`src/rtl/vid_pkg.sv`:
```
package vid_pkg;

    typedef enum logic [1:0] {
        ST_BOOT   = 2'd0,
        ST_STEADY = 2'd1,
        ST_SETTLE = 2'd2,
        ST_TAIL   = 2'd3
    } vid_state_t;

    // Convert a time in ns to clock cycles, rounding up, at least one.
    function automatic int ns_to_cycles(input longint ns, input longint hz);
        longint prod;
        longint cyc;
        prod = ns * hz;
        cyc  = (prod + 64'd999_999_999) / 64'd1_000_000_000;
        if (cyc < 1) cyc = 1;
        return int'(cyc);
    endfunction

endpackage

```
`src/rtl/vid_sync.sv`:
```
module vid_sync #(
    parameter int WIDTH  = 6,
    parameter int STAGES = 2
) (
    input  logic             clk,
    input  logic             rst_n,
    input  logic [WIDTH-1:0] din,
    output logic [WIDTH-1:0] dout
);
    logic [WIDTH-1:0] stage_q [STAGES];

    generate
        for (genvar s = 0; s < STAGES; s++) begin : g_stage
            always_ff @(posedge clk or negedge rst_n) begin
                if (!rst_n) begin
                    stage_q[s] <= '0;
                end else begin
                    if (s == 0) stage_q[s] <= din;
                    else        stage_q[s] <= stage_q[(s == 0) ? 0 : s-1];
                end
            end
        end
    endgenerate

    assign dout = stage_q[STAGES-1];
endmodule

```
`src/rtl/vid_change_det.sv`:
```
module vid_change_det #(
    parameter int WIDTH = 6
) (
    input  logic             clk,
    input  logic             rst_n,
    input  logic             enable,
    input  logic [WIDTH-1:0] cur,
    output logic             changed
);
    logic [WIDTH-1:0] prev_q;

    always_ff @(posedge clk or negedge rst_n) begin
        if (!rst_n) prev_q <= '0;
        else        prev_q <= cur;
    end

    assign changed = enable && (cur != prev_q);
endmodule

```
`src/rtl/vid_retrig_timer.sv`:
```
module vid_retrig_timer #(
    parameter int LEN = 4
) (
    input  logic clk,
    input  logic rst_n,
    input  logic start,
    output logic busy,
    output logic done
);
    localparam int CW = $clog2(LEN + 1);

    logic [CW-1:0] cnt_q;

    always_ff @(posedge clk or negedge rst_n) begin
        if (!rst_n)            cnt_q <= '0;
        else if (start)        cnt_q <= CW'(LEN);
        else if (cnt_q != '0)  cnt_q <= cnt_q - 1'b1;
    end

    assign busy = (cnt_q != '0);
    assign done = (cnt_q == CW'(1)) && !start;
endmodule

```
`src/rtl/vid_settle_blank.sv`:
```
module vid_settle_blank #(
    parameter int unsigned CLK_HZ    = 100_000_000,
    parameter int unsigned SETTLE_NS = 400,
    parameter int unsigned BLANK_NS  = 100_000,
    parameter int          CODE_W    = 6,
    parameter int          SYNC_STG  = 2
) (
    input  logic              clk,
    input  logic              rst_n,
    input  logic [CODE_W-1:0] vid_raw,
    output logic [CODE_W-1:0] vid_code,
    output logic              vid_valid,
    output logic              fault_blank
);
    import vid_pkg::*;

    localparam int SETTLE_CYC = ns_to_cycles(longint'(SETTLE_NS), longint'(CLK_HZ));
    localparam int BLANK_CYC  = ns_to_cycles(longint'(BLANK_NS), longint'(CLK_HZ));
    localparam int BOOT_W     = $clog2(SYNC_STG + 1);

    logic [CODE_W-1:0] sync_code;
    logic              chg;
    logic              settle_busy, settle_done;
    logic              blank_busy, blank_done;
    logic [BOOT_W-1:0] boot_cnt_q;
    logic              boot_done;

    vid_state_t state_q, state_d;

    vid_sync #(.WIDTH(CODE_W), .STAGES(SYNC_STG)) sync_i (
        .clk(clk), .rst_n(rst_n), .din(vid_raw), .dout(sync_code)
    );

    vid_change_det #(.WIDTH(CODE_W)) det_i (
        .clk(clk), .rst_n(rst_n), .enable(state_q != ST_BOOT),
        .cur(sync_code), .changed(chg)
    );

    vid_retrig_timer #(.LEN(SETTLE_CYC)) settle_tmr_i (
        .clk(clk), .rst_n(rst_n), .start(chg),
        .busy(settle_busy), .done(settle_done)
    );

    vid_retrig_timer #(.LEN(BLANK_CYC)) blank_tmr_i (
        .clk(clk), .rst_n(rst_n), .start(chg),
        .busy(blank_busy), .done(blank_done)
    );

    // Boot counter: waits for the synchronizer to fill.
    always_ff @(posedge clk or negedge rst_n) begin
        if (!rst_n)                             boot_cnt_q <= '0;
        else if (state_q == ST_BOOT && !boot_done) boot_cnt_q <= boot_cnt_q + 1'b1;
    end
    assign boot_done = (boot_cnt_q == BOOT_W'(SYNC_STG));

    // State register
    always_ff @(posedge clk or negedge rst_n) begin
        if (!rst_n) state_q <= ST_BOOT;
        else        state_q <= state_d;
    end

    // Next-state logic
    always_comb begin
        state_d = state_q;
        unique case (state_q)
            ST_BOOT:   if (boot_done) state_d = ST_STEADY;
            ST_STEADY: if (chg)       state_d = ST_SETTLE;
            ST_SETTLE: begin
                if (chg)
                    state_d = ST_SETTLE;
                else if (settle_done)
                    state_d = (blank_busy && !blank_done) ? ST_TAIL : ST_STEADY;
            end
            ST_TAIL: begin
                if (chg)             state_d = ST_SETTLE;
                else if (blank_done) state_d = ST_STEADY;
            end
            default:   state_d = ST_BOOT;
        endcase
    end

    // Output register
    always_ff @(posedge clk or negedge rst_n) begin
        if (!rst_n) begin
            vid_code  <= '0;
            vid_valid <= 1'b0;
        end else begin
            vid_valid <= 1'b0;
            if (state_q == ST_BOOT && boot_done) begin
                vid_code <= sync_code;
            end else if (state_q == ST_SETTLE && settle_done) begin
                vid_code  <= sync_code;
                vid_valid <= 1'b1;
            end
        end
    end

    assign fault_blank = blank_busy;

    // settle_busy is implied by state SETTLE; kept visible for the checker
    logic unused_ok;
    assign unused_ok = settle_busy;

endmodule

```
`config.mk`:
```
export PLATFORM = sky130hd
export DESIGN_NAME = vid_settle_blank
export DESIGN_NICKNAME = d
export VERILOG_FILES = /design/src/rtl/vid_pkg.sv /design/src/rtl/vid_sync.sv /design/src/rtl/vid_change_det.sv /design/src/rtl/vid_retrig_timer.sv /design/src/rtl/vid_settle_blank.sv
export SDC_FILE = /design/constraint.sdc
export NUM_CORES = 1
export LEC_CHECK = 0
export BUFFER_PORTS_ARGS = -buffer_cell sky130_fd_sc_hd__buf_4
export CAP_MARGIN = 20
export CORE_MARGIN = 5
export CORE_UTILIZATION = 56
export CTS_BUF_LIST = sky130_fd_sc_hd__clkbuf_8
export CTS_CLUSTER_DIAMETER = 50
export DETAILED_ROUTE_END_ITERATION = 10
export PLACE_DENSITY = 0.84
export SYNTH_ARGS = -nofsm -noshare
export SYNTH_HDL_FRONTEND = slang
export SYNTH_SLANG_ARGS = --single-unit
```
`constraint.sdc`:
```
create_clock -name clk -period 4.6 [get_ports clk]
set_clock_uncertainty 0.15 [all_clocks]
set_input_delay 0.92 -clock clk [delete_from_list [all_inputs] [get_ports clk]]
set_output_delay 0.92 -clock clk [all_outputs]
set_load 0.1 [all_outputs]
```
==> results.py, run 1 <==
metrics = {
    "status": {
        "status": "finished, final reports clean",
    },
    "detailed_routing": {
        "viasPerCell": 6.08,
        "wl_per_cell_microns": 15.7,
        "drt-pass1-iter-count": 4,
        "wl_met3_microns": 206,
        "highest_layer": "met4",
        "wl_met1_mm": 1.99,
        "num_vias": 1715,
        "totalWireLength_mm": 4.44,
        "drc": 0,
        "drt_iter0_drc": 158,
        "dr_wl_met2_mm": 2.17,
        "antenna_left": 0,
    },
    "die": {
        "ioPinCount": 16,
        "start_util_pct": 57.7,
        "core_area_sq_um": 3970,
        "fp.dieArea_sq_um": 5470,
        "dieHeight_microns": 74.0,
        "die_x_microns": 74.0,
        "rows": 23,
    },
    "synth": {
        "netlist_area_sq_um": 2290,
        "synth_area_leaders": "dfrtp_1, nand3_1, ha_1",
        "synthXorXnorAreaFrac_pct": 4.97,
        "synth-compound-area-share_pct": 12.9,
        "synth_top_family_by_area": "simple AND/OR/NAND/NOR gates",
        "syn_avg_cell_area_sq_um": 10.7,
        "synthSimpleGateAreaFrac_pct": 22.7,
        "ys_warn_count": 0,
        "synthAdderAreaFrac_pct": 3.82,
        "synth-edff-count": 0,
        "async_flop_share_pct": 100,
        "ys.flop_type": "dfrtp_1",
        "syn-num-nets": 229,
        "synth_cell_types": 41,
        "synth-seq-cells": 49,
        "synthMuxAreaShare_pct": 0,
        "synth_top_cell_by_area": "dfrtp_1",
        "yosys.area.top_type_share_pct": 53.5,
        "synthCells": 214,
        "ys_seq_area_share_pct": 53.5,
    },
    "placement": {
        "place_congestion": 0.821,
        "dp_worst_setup_slack_ps": 1980,
        "port_buffers": 15,
        "place_hpwl_mm": 3.07,
        "place_inst": 272,
    },
    "finish": {
        "final_common_cell": "dfrtp_1",
        "area_growth_pct": 11.2,
        "stdcell_count": 282,
        "antennaDiodeCount": 0,
        "mostFrequentLayoutCells": "dfrtp_1, nand3_1, buf_4, nor2_1",
        "final_nets": 246,
        "drive_gt1_share_pct": 12.9,
    },
    "power": {
        "power_frac_comb_pct": 30.0,
        "p_int_w": 0.000654,
        "vdd_drop_max_uv": 287,
        "swShare_pct": 40.6,
        "p_per_area_nw_per_um2": 432,
        "p_leak_nw": 1.01,
        "switchingPower_w": 0.000448,
        "clkPwrFrac_pct": 24.6,
        "seqPwrFrac_pct": 45.4,
    },
    "global_routing": {
        "grt_max_degree": 50,
        "overflow": 0,
        "grt_pass1_vias": 1674,
        "grt_util_all_layers_pct": 18.3,
        "antenna_found_initial": 0,
        "grt_first_pass_wirelength_mm": 7.75,
    },
    "setup_path": {
        "critPathLaunchType": "flop",
        "critPathMaxStageDelay_ps": 450,
        "critPathSlowestCell": "dfrtp_1",
        "path_buf_inv": 1,
        "rr_endpoint": "blank_tmr_i.cnt_q[4]",
        "worstPathMaxFanout": 7,
        "crit_path_start": "blank_tmr_i.cnt_q[9]",
        "rrSetupSlack_ps": 2320,
        "critPathKind": "flop to output port",
        "timing.rr.start": "blank_tmr_i.cnt_q[0]",
        "worst-r2r-cell-count": 6,
        "crit_required_ps": 3530,
        "cp.arrival_ps": 1910,
        "worstPathCellList": "nor4_1, and3_1, nand3_1, buf_4",
        "cp-end-kind": "output port",
        "cp.depth": 4,
        "path_delay_family": "simple AND/OR/NAND/NOR gates",
        "endpoint": "fault_blank",
    },
    "clock_network": {
        "cts_buffers": 5,
        "clock_latency_ps": 310,
        "cts.sinks": 49,
        "hold_buffers": 0,
        "cts_setup_buffers": 0,
        "ctsResizeCount": 0,
        "root_buffer": "clkbuf_8",
        "h-tree-depth": 2,
        "clk_pin_slew_ps": 100,
        "cts_buffer_depth": 2,
        "cts_tree": "done",
    },
    "sta": {
        "slew_headroom_pct": 60.3,
        "rsz0062_at_grt": "no",
        "finalHoldViolCount": 0,
        "fin_ws_ps": 1620,
        "fmax_ghz": 0.336,
        "finalSetupTns_ps": 0,
        "slew_viol_final": 0,
        "min_period_over_period_pct": 64.7,
        "worst_pin_slew_ps": 596,
        "setup_viol": 0,
        "layout_min_cycle_time_ps": 2980,
    },
    "hold_path": {
        "hold_class": "flop to flop",
    },
    "job": {
        "maxCapViolations": 0,
    },
}
[worst min path at each step]
stage                        from        endpoint  slack, ps  depth (start not counted)
6_report       sync_i.stage_q[10]  sync_i.dout[4]        210                          0
5_1_grt         sync_i.stage_q[6]  sync_i.dout[0]        230                          0
4_1_cts        sync_i.stage_q[10]  sync_i.dout[4]        210                          0
3_5_place_dp   sync_i.stage_q[10]  sync_i.dout[4]        190                          0
3_3_place_gp   sync_i.stage_q[10]  sync_i.dout[4]        180                          0
2_1_floorplan   sync_i.stage_q[6]  sync_i.dout[0]        180                          0
[synthesized netlist by cell type (2+ instances only)]
master,instances
dfrtp_1,49
nand3_1,18
nor2_1,12
nor2b_1,10
o21ai_0,10
nand2_1,9
xnor2_1,9
ha_1,7
or3_1,7
a21oi_1,6
a22oi_1,6
clkbuf_1,6
inv_1,6
nor3_1,6
o211ai_1,6
or4_1,5
o31ai_1,4
xor2_1,4
nand4_1,3
nor4b_1,3
a211oi_1,2
a21o_1,2
a31oi_1,2
and2_1,2
and4_1,2
nand2b_1,2
nor4_1,2
[metrics by stage]
stage	utilization [%]	hold WS, ps	power, W	area, sq um
after CTS	63.9	215	0.00111	2540
after global placement	61.4	182	0.000835	2440
after floorplan	-	181	0.000764	2290
final	64.2	213	0.00110	2550
after global routing	64.2	226	0.00115	2550
after detailed placement	61.4	191	0.000842	2440
[registers in the layout (all words and copies together) (netlist names)]
signal              count
det_i.prev_q            6
blank_tmr_i.cnt_q      14
boot_cnt_q              2
state_q                 2
settle_tmr_i.cnt_q      6
vid_code                6
vid_valid               1
sync_i.dout             6
sync_i.stage_q          6
[cells by family (layout without fill, tap and decap cells)]
group,Yosys count,count (layout)
xor+xnor,13,13
fa+ha+maj,7,7
buf+inv,13,31
simple gates,88,88
compound gates,44,44
flops,49,49
[routing by layer]
layer  track usage [%]  vias to the layer above
li1                  -                      828
met3              2.84                        9
met4              6.04                        0
met2              30.7                       47
met5                 0                        -
met1              24.5                      831
[layout make-up]
type / count / area [sq um]
well taps: 50 / 62.6
multi-input cells: 152 / 1020
flip-flops and latches: 49 / 1230
repair buffers: 17 / 125
clock inverters: 3 / 28.8
inverters: 6 / 22.5
clock buffers: 5 / 68.8
fillers: 308 / 1420
[power groups by stage]
stage | Sequential, W | Clock (W) | Combinational [W]
2_1_floorplan | 0.000701 | 0 | 0.0000625
3_3_place_gp | 0.000507 | 0 | 0.000328
3_5_place_dp | 0.000509 | 0 | 0.000332
4_1_cts | 0.000501 | 0.000280 | 0.000333
5_1_grt | 0.000507 | 0.000295 | 0.000348
6_report | 0.000500 | 0.000271 | 0.000331
(Power assumes the default switching activity.)
==> inputs of run 2 (changes only) <==
- clock period: 4.6 -> 3.1 ns (I/O delays scaled with it)
==> run 2 against run 1 <==
Net effect: worst hold slack lost 56 ps; cell area shrank 0.20%; flip-flop and latch count is the same; critical endpoint unchanged; largest cell class unchanged.
==> results.py, run 2 (synthesized netlist as in run 1, its figures left out) <==
metrics = {
    "global_routing": {
        "use_met2_pct": 27.5,
        "antenna_found_initial": 0,
        "grtUsageMet3_pct": 4.59,
        "overflow": 0,
        "grt_max_degree": 50,
        "grt.busiest_layer": "met2",
        "grt_util_all_layers_pct": 17.8,
        "grt_pass1_vias": 1611,
        "grt_first_pass_wirelength_mm": 7.40,
        "grt.met1_usage_pct": 24.4,
    },
    "detailed_routing": {
        "drc": 0,
        "num_vias": 1698,
        "drt-pass1-iter-count": 4,
        "wl_per_cell_microns": 15.2,
        "viasPerCell": 6.04,
        "totalWireLength_mm": 4.29,
        "antenna_left": 0,
        "drt_iter0_drc": 142,
    },
    "finish": {
        "final_cell_area_sq_um": 2540,
        "final_nets": 245,
        "mostFrequentLayoutCells": "dfrtp_1, nand3_1, buf_4, nor2_1",
        "largest_reg_flops": 14,
        "antennaDiodeCount": 0,
        "drive_gt1_share_pct": 12.6,
        "final_common_cell": "dfrtp_1",
        "area_growth_pct": 11.0,
        "stdcell_count": 281,
        "top_register": "blank_tmr_i.cnt_q",
    },
    "sta": {
        "slew_headroom_pct": 31.0,
        "finalHoldViolCount": 0,
        "slew_viol_final": 0,
        "min_period_over_period_pct": 88.8,
        "fin_ws_ps": 348,
        "worst_pin_slew_ps": 1040,
        "finalSetupTns_ps": 0,
        "rsz0062_at_grt": "no",
        "fmax_ghz": 0.363,
        "layout_min_cycle_time_ps": 2750,
        "setup_viol": 0,
    },
    "clock_network": {
        "ctsResizeCount": 0,
        "h-tree-depth": 2,
        "cts_tree": "done",
        "cts_buffers": 5,
        "root_buffer": "clkbuf_8",
        "clk_pin_slew_ps": 100,
        "hold_buffers": 0,
        "cts.sinks": 49,
        "clock_latency_ps": 310,
        "cts_buffer_depth": 2,
        "cts_setup_buffers": 0,
    },
    "power": {
        "seqPwrFrac_pct": 45.7,
        "clkPwrFrac_pct": 24.3,
        "power_frac_comb_pct": 30.0,
        "vdd_drop_max_uv": 592,
        "finalPower_w": 0.00163,
        "p_leak_nw": 1.01,
        "p_int_w": 0.000970,
        "swShare_pct": 40.6,
        "p_per_area_nw_per_um2": 642,
        "switchingPower_w": 0.000664,
    },
    "die": {
        "ioPinCount": 16,
        "die_x_microns": 74.0,
        "dieHeight_microns": 74.0,
        "start_util_pct": 57.7,
        "rows": 23,
        "core_area_sq_um": 3970,
        "fp.dieArea_sq_um": 5470,
    },
    "setup_path": {
        "cp-end-kind": "output port",
        "critPathMaxStageDelay_ps": 470,
        "worstPathMaxFanout": 9,
        "crit_required_ps": 2330,
        "critPathSlowestCell": "dfrtp_1",
        "cp.arrival_ps": 1980,
        "path_buf_inv": 1,
        "path_delay_family": "simple AND/OR/NAND/NOR gates",
        "critPathLaunchType": "flop",
        "worstPathCellList": "nor4_1, and3_1, nand3_1, buf_4",
        "critPathKind": "flop to output port",
    },
    "placement": {
        "place_inst": 273,
        "dpl_cell_area_sq_um": 2450,
        "place_hpwl_mm": 3.08,
        "place_congestion": 0.880,
        "dp_worst_setup_slack_ps": 729,
        "port_buffers": 15,
    },
    "status": {
        "status": "finished, final reports clean",
    },
    "job": {
        "maxCapViolations": 0,
    },
    "hold_path": {
        "hold_class": "input pin to async pin",
    },
}
run 2: cell types whose count changed in the layout (fill, tap and decap cells not counted):
cell	delta
clkbuf_2	-1
run 2: worst paths after layout:
path                                      start                    to  slack [ps]  cells past startpoint
min in group clk              sync_i.stage_q[7]        sync_i.dout[1]         200                      0
setup / recovery           blank_tmr_i.cnt_q[8]           fault_blank         350                      4
max in group asynchronous                 rst_n         boot_cnt_q[1]        2250                      1
hold reg to reg               sync_i.stage_q[7]        sync_i.dout[1]         200                      0
setup reg to reg           blank_tmr_i.cnt_q[0]  blank_tmr_i.cnt_q[4]         820                      6
hold / removal                            rst_n        sync_i.dout[1]         160                      1
run 2: per-stage QoR:
step | util, % | hold slack [ps]
after floorplan | - | 174
after global placement | 61.6 | 182
after detailed placement | 61.6 | 187
after CTS | 64.1 | 176
after global routing | 64.1 | 199
final | 64.1 | 157
run 2: area by class of cell:
| class | instances | area [sq um] |
|---|---|---|
| tap | 50 | 62.6 |
| multi-input combinational | 152 | 1020 |
| timing repair buffer | 16 | 120 |
| sequential | 49 | 1230 |
| clock buffer | 5 | 68.8 |
| fill | 320 | 1430 |
| inverter | 6 | 22.5 |
| clock inverter | 3 | 28.8 |
run 2: power by group through the flow:
stage | combinational [W] | clock [W] | sequential, W
after floorplan | 0.0000928 | 0 | 0.00104
after global placement | 0.000487 | 0 | 0.000752
after detailed placement | 0.000493 | 0 | 0.000758
after CTS | 0.000494 | 0.000407 | 0.000745
after global routing | 0.000513 | 0.000442 | 0.000754
final | 0.000490 | 0.000398 | 0.000747
run 2: metal layers:
metal,wire [microns],share of wire (%)
met4,62,1.4
met2,2100,49
met3,175,4.1
met5,0,0
met1,1950,46
==> inputs of run 3 (changes only) <==
- CTS_BUF_LIST: sky130_fd_sc_hd__clkbuf_8 -> default
- REMOVE_ABC_BUFFERS: default -> 1
==> run 3 against run 2 <==
Net effect: flip-flop and latch count unchanged; cell area is essentially flat; global-route usage fell by 0.96 points; register-to-register slack better by 40 ps; core utilization is 0.063 points lower; sequential share of layout area barely moved; count of clock-buffer cells in the layout did not move; clock power decreased by 4%; first-iteration DRC count shrank 7.7%; largest cell class unchanged; highest routed layer unchanged.
==> results.py, run 3 (synthesized netlist as in run 1, its figures left out) <==
metrics = {
    "setup_path": {
        "crit_path_start": "blank_tmr_i.cnt_q[10]",
        "timing.rr.start": "blank_tmr_i.cnt_q[0]",
        "cp-end-kind": "output port",
        "crit_required_ps": 2330,
        "critPathLaunchType": "flop",
        "cp.arrival_ps": 1990,
        "worstPathMaxFanout": 6,
        "critPathKind": "flop to output port",
    },
    "finish": {
        "drive_gt1_share_pct": 12.6,
        "top_register": "blank_tmr_i.cnt_q",
        "antennaDiodeCount": 0,
        "fillers": 317,
        "final_common_cell": "dfrtp_1",
        "multiInputGateArea_sq_um": 1020,
        "seq_area_sq_um": 1230,
        "largest_reg_flops": 14,
        "final_cell_area_sq_um": 2540,
        "area_growth_pct": 10.9,
        "mostFrequentLayoutCells": "dfrtp_1, nand3_1, buf_4, nor2_1",
        "final_nets": 245,
    },
    "die": {
        "die_x_microns": 74.0,
        "fp.dieArea_sq_um": 5470,
        "ioPinCount": 16,
        "dieHeight_microns": 74.0,
        "start_util_pct": 57.7,
        "rows": 23,
        "core_area_sq_um": 3970,
    },
    "sta": {
        "finalSetupTns_ps": 0,
        "min_period_over_period_pct": 89.0,
        "worst_pin_slew_ps": 1020,
        "fin_ws_ps": 342,
        "fmax_ghz": 0.363,
        "layout_min_cycle_time_ps": 2760,
        "setup_viol": 0,
        "slew_viol_final": 0,
        "slew_headroom_pct": 32.3,
        "finalHoldViolCount": 0,
        "rsz0062_at_grt": "no",
    },
    "job": {
        "maxCapViolations": 0,
    },
    "clock_network": {
        "cts_buffers": 5,
        "ctsResizeCount": 0,
        "h-tree-depth": 2,
        "cts.sinks": 49,
        "cts_buffer_depth": 2,
        "root_buffer": "clkbuf_8",
        "cts_tree": "done",
        "cts_setup_buffers": 0,
        "hold_buffers": 0,
        "clk_pin_slew_ps": 90,
        "clock_latency_ps": 300,
    },
    "detailed_routing": {
        "antenna_left": 0,
        "wl_per_cell_microns": 14.4,
        "drt_iter0_drc": 131,
        "drc": 0,
        "totalWireLength_mm": 4.06,
        "num_vias": 1656,
        "drt-pass1-iter-count": 4,
        "viasPerCell": 5.89,
    },
    "global_routing": {
        "grt_max_degree": 50,
        "overflow": 0,
        "grt_pass1_vias": 1624,
        "grt_util_all_layers_pct": 16.8,
        "grt_first_pass_wirelength_mm": 7.10,
        "antenna_found_initial": 0,
    },
    "hold_path": {
        "hold_class": "input pin to async pin",
    },
    "placement": {
        "dp_worst_setup_slack_ps": 727,
        "place_hpwl_mm": 2.86,
        "place_congestion": 0.831,
        "dpl_cell_area_sq_um": 2450,
        "port_buffers": 15,
    },
    "power": {
        "vdd_drop_max_uv": 417,
        "p_leak_nw": 1.00,
        "p_per_area_nw_per_um2": 634,
    },
    "status": {
        "status": "finished, final reports clean",
    },
}
run 3: changes by cell type in the layout (fill, tap and decap cells not counted), sizes merged:
| cell | change |
|---|---|
| clkinvlp | +2 |
| inv | -1 |
| clkinv | -1 |
run 3: area by class of cell:
class	instances	share of cell area, %
timing repair buffer	16	4.72
tap	50	2.46
clock buffer	5	2.71
inverter	6	0.886
clock inverter	3	1.03
multi-input combinational	152	40.0
sequential	49	48.2
run 3: critical path: stages, from the launching register on:
cell and delay, ps:
dfrtp_1 440, nor4_1 520, and3_1 340, nand3_1 120, buf_4 270
run 3: final timing paths:
path | endpoint | slack [ps] | depth (start not counted)
setup / recovery | fault_blank | 340 | 4
hold / removal | sync_i.stage_q[11] | 170 | 1
setup reg to reg | blank_tmr_i.cnt_q[4] | 860 | 6
hold reg to reg | sync_i.dout[4] | 210 | 0
max in group asynchronous | blank_tmr_i.cnt_q[7] | 2240 | 1
min in group clk | sync_i.dout[4] | 210 | 0
run 3: report_power, final:
part / internal, W / switching, W / total (W)
combinational: 0.000106 / 0.000382 / 0.000488
sequential: 0.000696 / 0.0000470 / 0.000743
clock: 0.000164 / 0.000219 / 0.000383
run 3: layer usage:
| layer | wire length, microns | track usage [%] |
|---|---|---|
| met5 | 0 | 0 |
| met2 | 1920 | 26.9 |
| met1 | 1870 | 22.1 |
| met4 | 87 | 7.24 |
| met3 | 181 | 3.92 |
run 3: per-stage QoR:
stage / instances / hold slack (ps) / util [%] / total power (W)
after detailed placement: 273 / 189 / 61.6 / 0.00125
after CTS: 281 / 185 / 64.0 / 0.00163
after global routing: 281 / 217 / 64.0 / 0.00168
after global placement: 273 / 182 / 61.6 / 0.00124
final: 281 / 165 / 64.0 / 0.00161
after floorplan: 207 / 174 / - / 0.00113
